--- config.mk ---
export PLATFORM = sky130hd
export DESIGN_NAME = mduHiLoUnit
export DESIGN_NICKNAME = d
export VERILOG_FILES = /design/src/rtl/mdu_pkg.sv /design/src/rtl/mduCtrl.sv /design/src/rtl/mduData.sv /design/src/rtl/mduHiLoUnit.sv
export SDC_FILE = /design/constraint.sdc
export NUM_CORES = 2
export LEC_CHECK = 0
export CORE_MARGIN = 1
export CORE_UTILIZATION = 30
export DETAILED_ROUTE_END_ITERATION = 6
export PLACE_DENSITY = 0.43
export SLEW_MARGIN = 20
export SYNTH_ARGS = -nofsm -noshare
export SYNTH_HDL_FRONTEND = slang
export SYNTH_SLANG_ARGS = --single-unit
--- constraint.sdc ---
create_clock -name clk -period 22 [get_ports clk]
set_input_delay 2.2 -clock clk [delete_from_list [all_inputs] [get_ports clk]]
set_output_delay 2.2 -clock clk [all_outputs]
set_load 0.05 [all_outputs]
--- src/rtl/mdu_pkg.sv ---
package mdu_pkg;

  typedef enum logic [3:0] {
    OP_MULS = 4'd0,
    OP_MULU = 4'd1,
    OP_DIVS = 4'd2,
    OP_DIVU = 4'd3,
    OP_MACS = 4'd4,
    OP_MACU = 4'd5,
    OP_MSBS = 4'd6,
    OP_MSBU = 4'd7,
    OP_MUL3 = 4'd8,
    OP_WRHI = 4'd9,
    OP_WRLO = 4'd10
  } mduOp_e;

  // Strobes from the controller to the datapath
  typedef struct packed {
    logic loadOps;
    logic divStep;
    logic commitArith;
    logic commitDiv;
    logic writeHi;
    logic writeLo;
  } mduStrobe_t;

  function automatic logic isArithOp(logic [3:0] op);
    return (op <= 4'd1) || ((op >= 4'd4) && (op <= 4'd8));
  endfunction

  function automatic logic isDivOp(logic [3:0] op);
    return (op == 4'd2) || (op == 4'd3);
  endfunction

  function automatic logic isSignedOp(logic [3:0] op);
    return (op == 4'd8) || ((op < 4'd8) && !op[0]);
  endfunction

endpackage

--- src/rtl/mduCtrl.sv ---
module mduCtrl
  import mdu_pkg::*;
#(
  parameter int DATA_W = 32
) (
  input  logic       clk,
  input  logic       rstN,
  input  logic       startValid,
  input  logic [3:0] opCode,
  output mduStrobe_t strobe,
  output logic       busy,
  output logic       done
);

  localparam int CNT_W = $clog2(DATA_W);
  localparam logic [CNT_W-1:0] LAST_STEP = CNT_W'(DATA_W - 1);

  typedef enum logic [1:0] {S_IDLE, S_MUL, S_DIV, S_FIN} state_e;

  state_e stateQ, stateD;
  logic [CNT_W-1:0] stepQ;
  logic accept;

  assign accept = startValid && (stateQ == S_IDLE);
  assign busy   = (stateQ != S_IDLE);

  always_comb begin
    strobe = '0;
    stateD = stateQ;
    unique case (stateQ)
      S_IDLE: begin
        if (accept) begin
          if (isArithOp(opCode)) begin
            strobe.loadOps = 1'b1;
            stateD = S_MUL;
          end else if (isDivOp(opCode)) begin
            strobe.loadOps = 1'b1;
            stateD = S_DIV;
          end else if (opCode == OP_WRHI) begin
            strobe.writeHi = 1'b1;
          end else if (opCode == OP_WRLO) begin
            strobe.writeLo = 1'b1;
          end
        end
      end
      S_MUL: begin
        strobe.commitArith = 1'b1;
        stateD = S_IDLE;
      end
      S_DIV: begin
        strobe.divStep = 1'b1;
        if (stepQ == LAST_STEP) stateD = S_FIN;
      end
      S_FIN: begin
        strobe.commitDiv = 1'b1;
        stateD = S_IDLE;
      end
      default: stateD = S_IDLE;
    endcase
  end

  always_ff @(posedge clk) begin
    if (!rstN) begin
      stateQ <= S_IDLE;
      stepQ  <= '0;
      done   <= 1'b0;
    end else begin
      stateQ <= stateD;
      done   <= (stateQ == S_MUL) || (stateQ == S_FIN);
      if (stateQ == S_DIV) stepQ <= stepQ + 1'b1;
      else                 stepQ <= '0;
    end
  end

endmodule

--- src/rtl/mduData.sv ---
module mduData
  import mdu_pkg::*;
#(
  parameter int DATA_W = 32
) (
  input  logic              clk,
  input  logic              rstN,
  input  mduStrobe_t        strobe,
  input  logic [3:0]        opCode,
  input  logic [DATA_W-1:0] opA,
  input  logic [DATA_W-1:0] opB,
  output logic [DATA_W-1:0] hiOut,
  output logic [DATA_W-1:0] loOut,
  output logic [DATA_W-1:0] mulLow
);

  localparam int PROD_W = 2 * DATA_W;

  logic [3:0]        opReg;
  logic [DATA_W-1:0] aReg, bReg;
  logic [DATA_W-1:0] hiReg, loReg, lowReg;
  logic [DATA_W-1:0] quoReg, remReg, dvsReg;
  logic              negQ, negR;

  // Operand conditioning for the divider
  logic              sgnIn, aNeg, bNeg;
  logic [DATA_W-1:0] absA, absB;
  assign sgnIn = isSignedOp(opCode);
  assign aNeg  = sgnIn && opA[DATA_W-1];
  assign bNeg  = sgnIn && opB[DATA_W-1];
  assign absA  = aNeg ? (~opA + 1'b1) : opA;
  assign absB  = bNeg ? (~opB + 1'b1) : opB;

  // Full-width product from latched operands
  logic              sgnReg;
  logic [PROD_W-1:0] extA, extB, prod, acc;
  assign sgnReg = isSignedOp(opReg);
  assign extA   = {{DATA_W{sgnReg && aReg[DATA_W-1]}}, aReg};
  assign extB   = {{DATA_W{sgnReg && bReg[DATA_W-1]}}, bReg};
  assign prod   = extA * extB;
  assign acc    = {hiReg, loReg};

  // Restoring divide step
  logic [DATA_W:0] shifted, trial;
  assign shifted = {remReg, quoReg[DATA_W-1]};
  assign trial   = shifted - {1'b0, dvsReg};

  always_ff @(posedge clk) begin
    if (!rstN) begin
      opReg  <= '0;
      aReg   <= '0;
      bReg   <= '0;
      hiReg  <= '0;
      loReg  <= '0;
      lowReg <= '0;
      quoReg <= '0;
      remReg <= '0;
      dvsReg <= '0;
      negQ   <= 1'b0;
      negR   <= 1'b0;
    end else begin
      if (strobe.loadOps) begin
        opReg  <= opCode;
        aReg   <= opA;
        bReg   <= opB;
        quoReg <= absA;
        remReg <= '0;
        dvsReg <= absB;
        negQ   <= aNeg ^ bNeg;
        negR   <= aNeg;
      end
      if (strobe.divStep) begin
        if (!trial[DATA_W]) begin
          remReg <= trial[DATA_W-1:0];
          quoReg <= {quoReg[DATA_W-2:0], 1'b1};
        end else begin
          remReg <= shifted[DATA_W-1:0];
          quoReg <= {quoReg[DATA_W-2:0], 1'b0};
        end
      end
      if (strobe.commitDiv) begin
        loReg <= negQ ? (~quoReg + 1'b1) : quoReg;
        hiReg <= negR ? (~remReg + 1'b1) : remReg;
      end
      if (strobe.commitArith) begin
        unique case (opReg)
          OP_MACS, OP_MACU: {hiReg, loReg} <= acc + prod;
          OP_MSBS, OP_MSBU: {hiReg, loReg} <= acc - prod;
          OP_MUL3:          lowReg <= prod[DATA_W-1:0];
          default:          {hiReg, loReg} <= prod;
        endcase
      end
      if (strobe.writeHi) hiReg <= opA;
      if (strobe.writeLo) loReg <= opA;
    end
  end

  assign hiOut  = hiReg;
  assign loOut  = loReg;
  assign mulLow = lowReg;

endmodule

--- src/rtl/mduHiLoUnit.sv ---
module mduHiLoUnit
  import mdu_pkg::*;
#(
  parameter int DATA_W = 32
) (
  input  logic              clk,
  input  logic              rstN,
  input  logic              startValid,
  input  logic [3:0]        opCode,
  input  logic [DATA_W-1:0] opA,
  input  logic [DATA_W-1:0] opB,
  output logic              busy,
  output logic              done,
  output logic [DATA_W-1:0] hiOut,
  output logic [DATA_W-1:0] loOut,
  output logic              outValid,
  output logic [DATA_W-1:0] mulLow
);

  mduStrobe_t strobe;

  mduCtrl #(.DATA_W(DATA_W)) ctrl (
    .clk(clk), .rstN(rstN), .startValid(startValid), .opCode(opCode),
    .strobe(strobe), .busy(busy), .done(done)
  );

  mduData #(.DATA_W(DATA_W)) data (
    .clk(clk), .rstN(rstN), .strobe(strobe), .opCode(opCode),
    .opA(opA), .opB(opB), .hiOut(hiOut), .loOut(loOut), .mulLow(mulLow)
  );

  assign outValid = !busy;

endmodule

==> impl_summary.txt <==
----------------------------------------------------
[Pwr]
  Relative contribution of sequential cells to total power ... between 10% and 20%
  Peak supply drop ... between 40 and 50 µV
  Power Internal ... 0.00140 W
  Cell area power density ... ~42 mW/mm²
  Part of the power in the clock network ... roughly 24%
  Comb power frac ... 56.4%
  Leak ... between 20 and 30 nW
  Net switching fraction of the power ... about half
  Switching pwr ... 0.00140 W

[Placement]
  HPWL reported at the end of detailed placement ... 198000 µm
  Number of buffers added on ports ... about 170
  Area after DPL ... between 0.06 and 0.07 mm²
  Final weighted congestion in routability-driven placement ... between 0.9 and 1
  Cells after DPL ... approximately 10000

[Clocking]
  CTS sink cnt ... approximately 270
  Hold buffers post-CTS ... 0
  CTS Buffer Depth ... 3
  Clock tree root buffer cell ... sky130_fd_sc_hd__clkbuf_16
  Number of instances resized during post-cts repair ... 0
  CTS tree ... done
  H-tree depth ... 2
  CTS Buf Count ... 36
  Clock latency at the later pin of the worst-skew pair ... 0.60 ns
  Post-CTS repair timing setup buffer count ... 0
  CTS clk-pin slew, worst paths ... 0.07 ns

[Timing]
  Post-layout minimum cycle time ... 13.54 ns
  Slew headroom ... a little over a fifth
  Unrepaired setup endpoints after global routing ... no
  Final period utilization ... around 62%
  Skew final ... around 0.026 ns
  Max Clk Rate ... 73.8 MHz
  Final hold violation count ... 0
  Setup tns final ... 0 ns
  Setup-failing EPs final ... 0
  Count of final max-slew check failures ... 0
  Slew @ Worst Pin ... between 1 and 1.5 ns
  Fin Hold WS ... approximately 0.45 ns

[Logic synthesis]
  Multiplexer fraction of the synthesized cell area ... 0.330%
  Post-Synth XOR/XNOR Area ... ~4%
  Number of enable-type register cells in the synthesized netlist ... 0
  Share of the synthesized area in the top cell type ... approximately 37%
  Per-instance average area after synthesis ... 8.19 µm²
  Register bit total from synthesis ... around 270
  Synth Area in Compound Gates ... approximately 14%
  Synthesized cell area ... about 0.061 mm²
  Largest family of logic cells by synthesized area ... adder cells
  Sequential area share after synthesis ... 8.86%
  Most frequent cells after synthesis ... 1273 x sky130_fd_sc_hd__inv_1, 1138 x sky130_fd_sc_hd__nand2_1, 1128 x sky130_fd_sc_hd__fa_1, 505 x sky130_fd_sc_hd__a21oi_1, 418 x sky130_fd_sc_hd__clkbuf_1
  Number of synthesis warnings ... 0
  Distinct cell type count after synthesis ... slightly below 90
  Cell taking the most area after synthesis ... sky130_fd_sc_hd__fa_1
  Most frequently used cell type in the post-synthesis netlist ... sky130_fd_sc_hd__inv_1
  Adder and majority gate portion of the synthesized area ... between 40% and 50%
  Post-synthesis share of cell area spent on and, or, nand and nor gates ... about 17%
  Most used flip-flop cell after synthesis ... sky130_fd_sc_hd__dfxtp_1
  Synthesized net count ... approximately 9000
  Synth area leaders ... sky130_fd_sc_hd__fa_1 37%, sky130_fd_sc_hd__dfxtp_1 8.9%, sky130_fd_sc_hd__inv_1 7.9%
  Share of async-settable or async-resettable flops after synthesis ... 0%
  Synth Instances ... about 7400

[Drt]
  DRT iter0 DRCs ... 4006
  Count of vias placed by the detailed router ... 52056
  Detailed Route WL ... around 250000 µm
  Antenna viol nets, final ... 0
  Iteration count of the initial detailed-routing pass ... 6
  Per-cell via count in the routed design ... around 5.2
  Wire length per cell ... around 25 µm
  Final routed DRC violation total ... 0

[Critical path]
  Class of the most critical setup path ... flip-flop to flip-flop
  Slowest stage delay, CP ... 0.76 ns
  Maximum fanout encountered on the critical timing path ... 31
  Most frequent cell on the critical path ... sky130_fd_sc_hd__fa_1
  Crit-path slowest cell ... sky130_fd_sc_hd__nor4_1
  Kind of start point of the critical path ... flip-flop
  Endpoint kind of the worst setup timing path ... flip-flop
  CP required ... 22.47 ns
  Signal arrival time at the worst endpoint ... 14.01 ns

[Global routing]
  Maximum number of pins on one net before global-route repair ... 83
  Vias in the first global route ... 54137
  All-layer global routing usage ... 24.5%
  Initial antenna violation count ... 18
  Global route total overflow ... 0
  First-pass GRT wire length ... between 300000 and 400000 µm

[Final layout]
  Area of all placed cells without fillers ... roughly 0.067 mm²
  Area Growth Syn to Fin ... 9.95%
  Filler Cells Inserted ... 21375
  Number of non-filler instances in the completed layout ... around 10000
  Share of cells above drive strength 1 ... under 10%
  Final net count ... ~9000

[Die]
  Initial core utilization ... around 30%
  Die W ... approximately 450 µm
  Total I/O pin count ... 170
  Row cnt ... around 160
  Die area ... 0.204 mm²
  Floorplan core area ... around 0.2 mm²
  Chip Height ... between 400 and 500 µm

[Outcome]
  Status ... finished, final reports clean

[Hold path]
  Hold WC Path Type ... flip-flop to flip-flop

[Job]
  Maxcap violations ... 0

----------------------------------------------------
==> registers in the layout, summed over array words and instances (netlist names) <==
register / count
data.aReg: 32
data.dvsReg: 32
data.hiOut: 32
data.loOut: 32
data.mulLow: 32
data.quoReg: 32
data.remReg: 32
data.bReg: 31
ctrl.stepQ: 5
data.opReg: 4
ctrl.stateQ: 2
ctrl.done: 1
data.negQ: 1
data.negR: 1
==> cell families (layout without fill, tap and decap cells) <==
group,Yosys count,after routing
and+or+nand+nor,2249,2249
buffers and inverters,1714,1682
adders and majority gates,1507,1507
AOI/OAI and AO/OA,1374,1374
xor gates and xnor gates,281,281
DFF,269,269
muxes,20,20
other,0,4
==> power groups by stage <==
stage	clock network, W	registers [W]	logic, W
after floorplan	0	0.000563	0.000957
after global placement	0	0.000553	0.00157
after detailed placement	0	0.000553	0.00156
after CTS	0.000694	0.000542	0.00157
after global routing	0.000712	0.000544	0.00170
final	0.000679	0.000542	0.00158
==> cells in the final DEF (no fill, tap or decap), drive strengths merged, types with 169 or more instances in the layout <==
cell type / count
inv: 1276
nor2: 343
a21oi: 505
fa: 1128
dfxtp: 269
buf: 174
xnor2: 169
o21ai: 293
and2: 360
nand2: 1138
ha: 379
==> final cells by class <==
cell class	instances	area, µm²	area share [%]
sequential	269	5390	8.07
multi-input combinational	5431	49000	73.4
clock inverter	17	260	0.390
timing repair buffer	342	3010	4.50
inverter	1276	4790	7.18
tap	2656	3320	4.97
clock buffer	47	1000	1.50
antenna	4	10.0	0.0150
==> per-stage QoR <==
| stage | setup WS (ns) | power, W | util [%] |
|---|---|---|---|
| 6_report | 8.46 | 0.00280 | 33.3 |
| 5_1_grt | 7.54 | 0.00295 | 33.3 |
| 4_1_cts | 8.49 | 0.00281 | 33.3 |
| 3_5_place_dp | 8.56 | 0.00212 | 32.7 |
| 3_3_place_gp | 8.64 | 0.00212 | 32.7 |
| 2_1_floorplan | 11.35 | 0.00152 | - |
==> worst max-delay path, delay by kind of cell (launching register included) <==
family,cells,cell delay [ns]
xor gates and xnor gates,1,0.19
AOI/OAI and AO/OA,13,3.16
adders and majority gates,10,5.07
buffers and inverters,7,1.47
and+or+nand+nor,9,3.13
DFF,1,0.31
==> layer usage <==
layer	vias up	wire length, µm	track usage, %
met3	290	14100	3.28
met4	2	8320	7.01
li1	23278	-	-
met5	-	7	0
met1	26966	109000	32.7
met2	1520	119000	41.3
==> final timing paths <==
| check | from | to | slack, ns | cells after the start |
|---|---|---|---|---|
| setup / recovery | data.opReg[1] | data.hiOut[26] | 8.46 | 40 |
| hold / removal | data.dvsReg[23] | data.dvsReg[23] | 0.45 | 2 |
| setup reg to reg | data.opReg[1] | data.hiOut[26] | 8.46 | 40 |
| hold reg to reg | data.dvsReg[23] | data.dvsReg[23] | 0.45 | 2 |
Note: power is estimated with default switching activity, not from simulation.
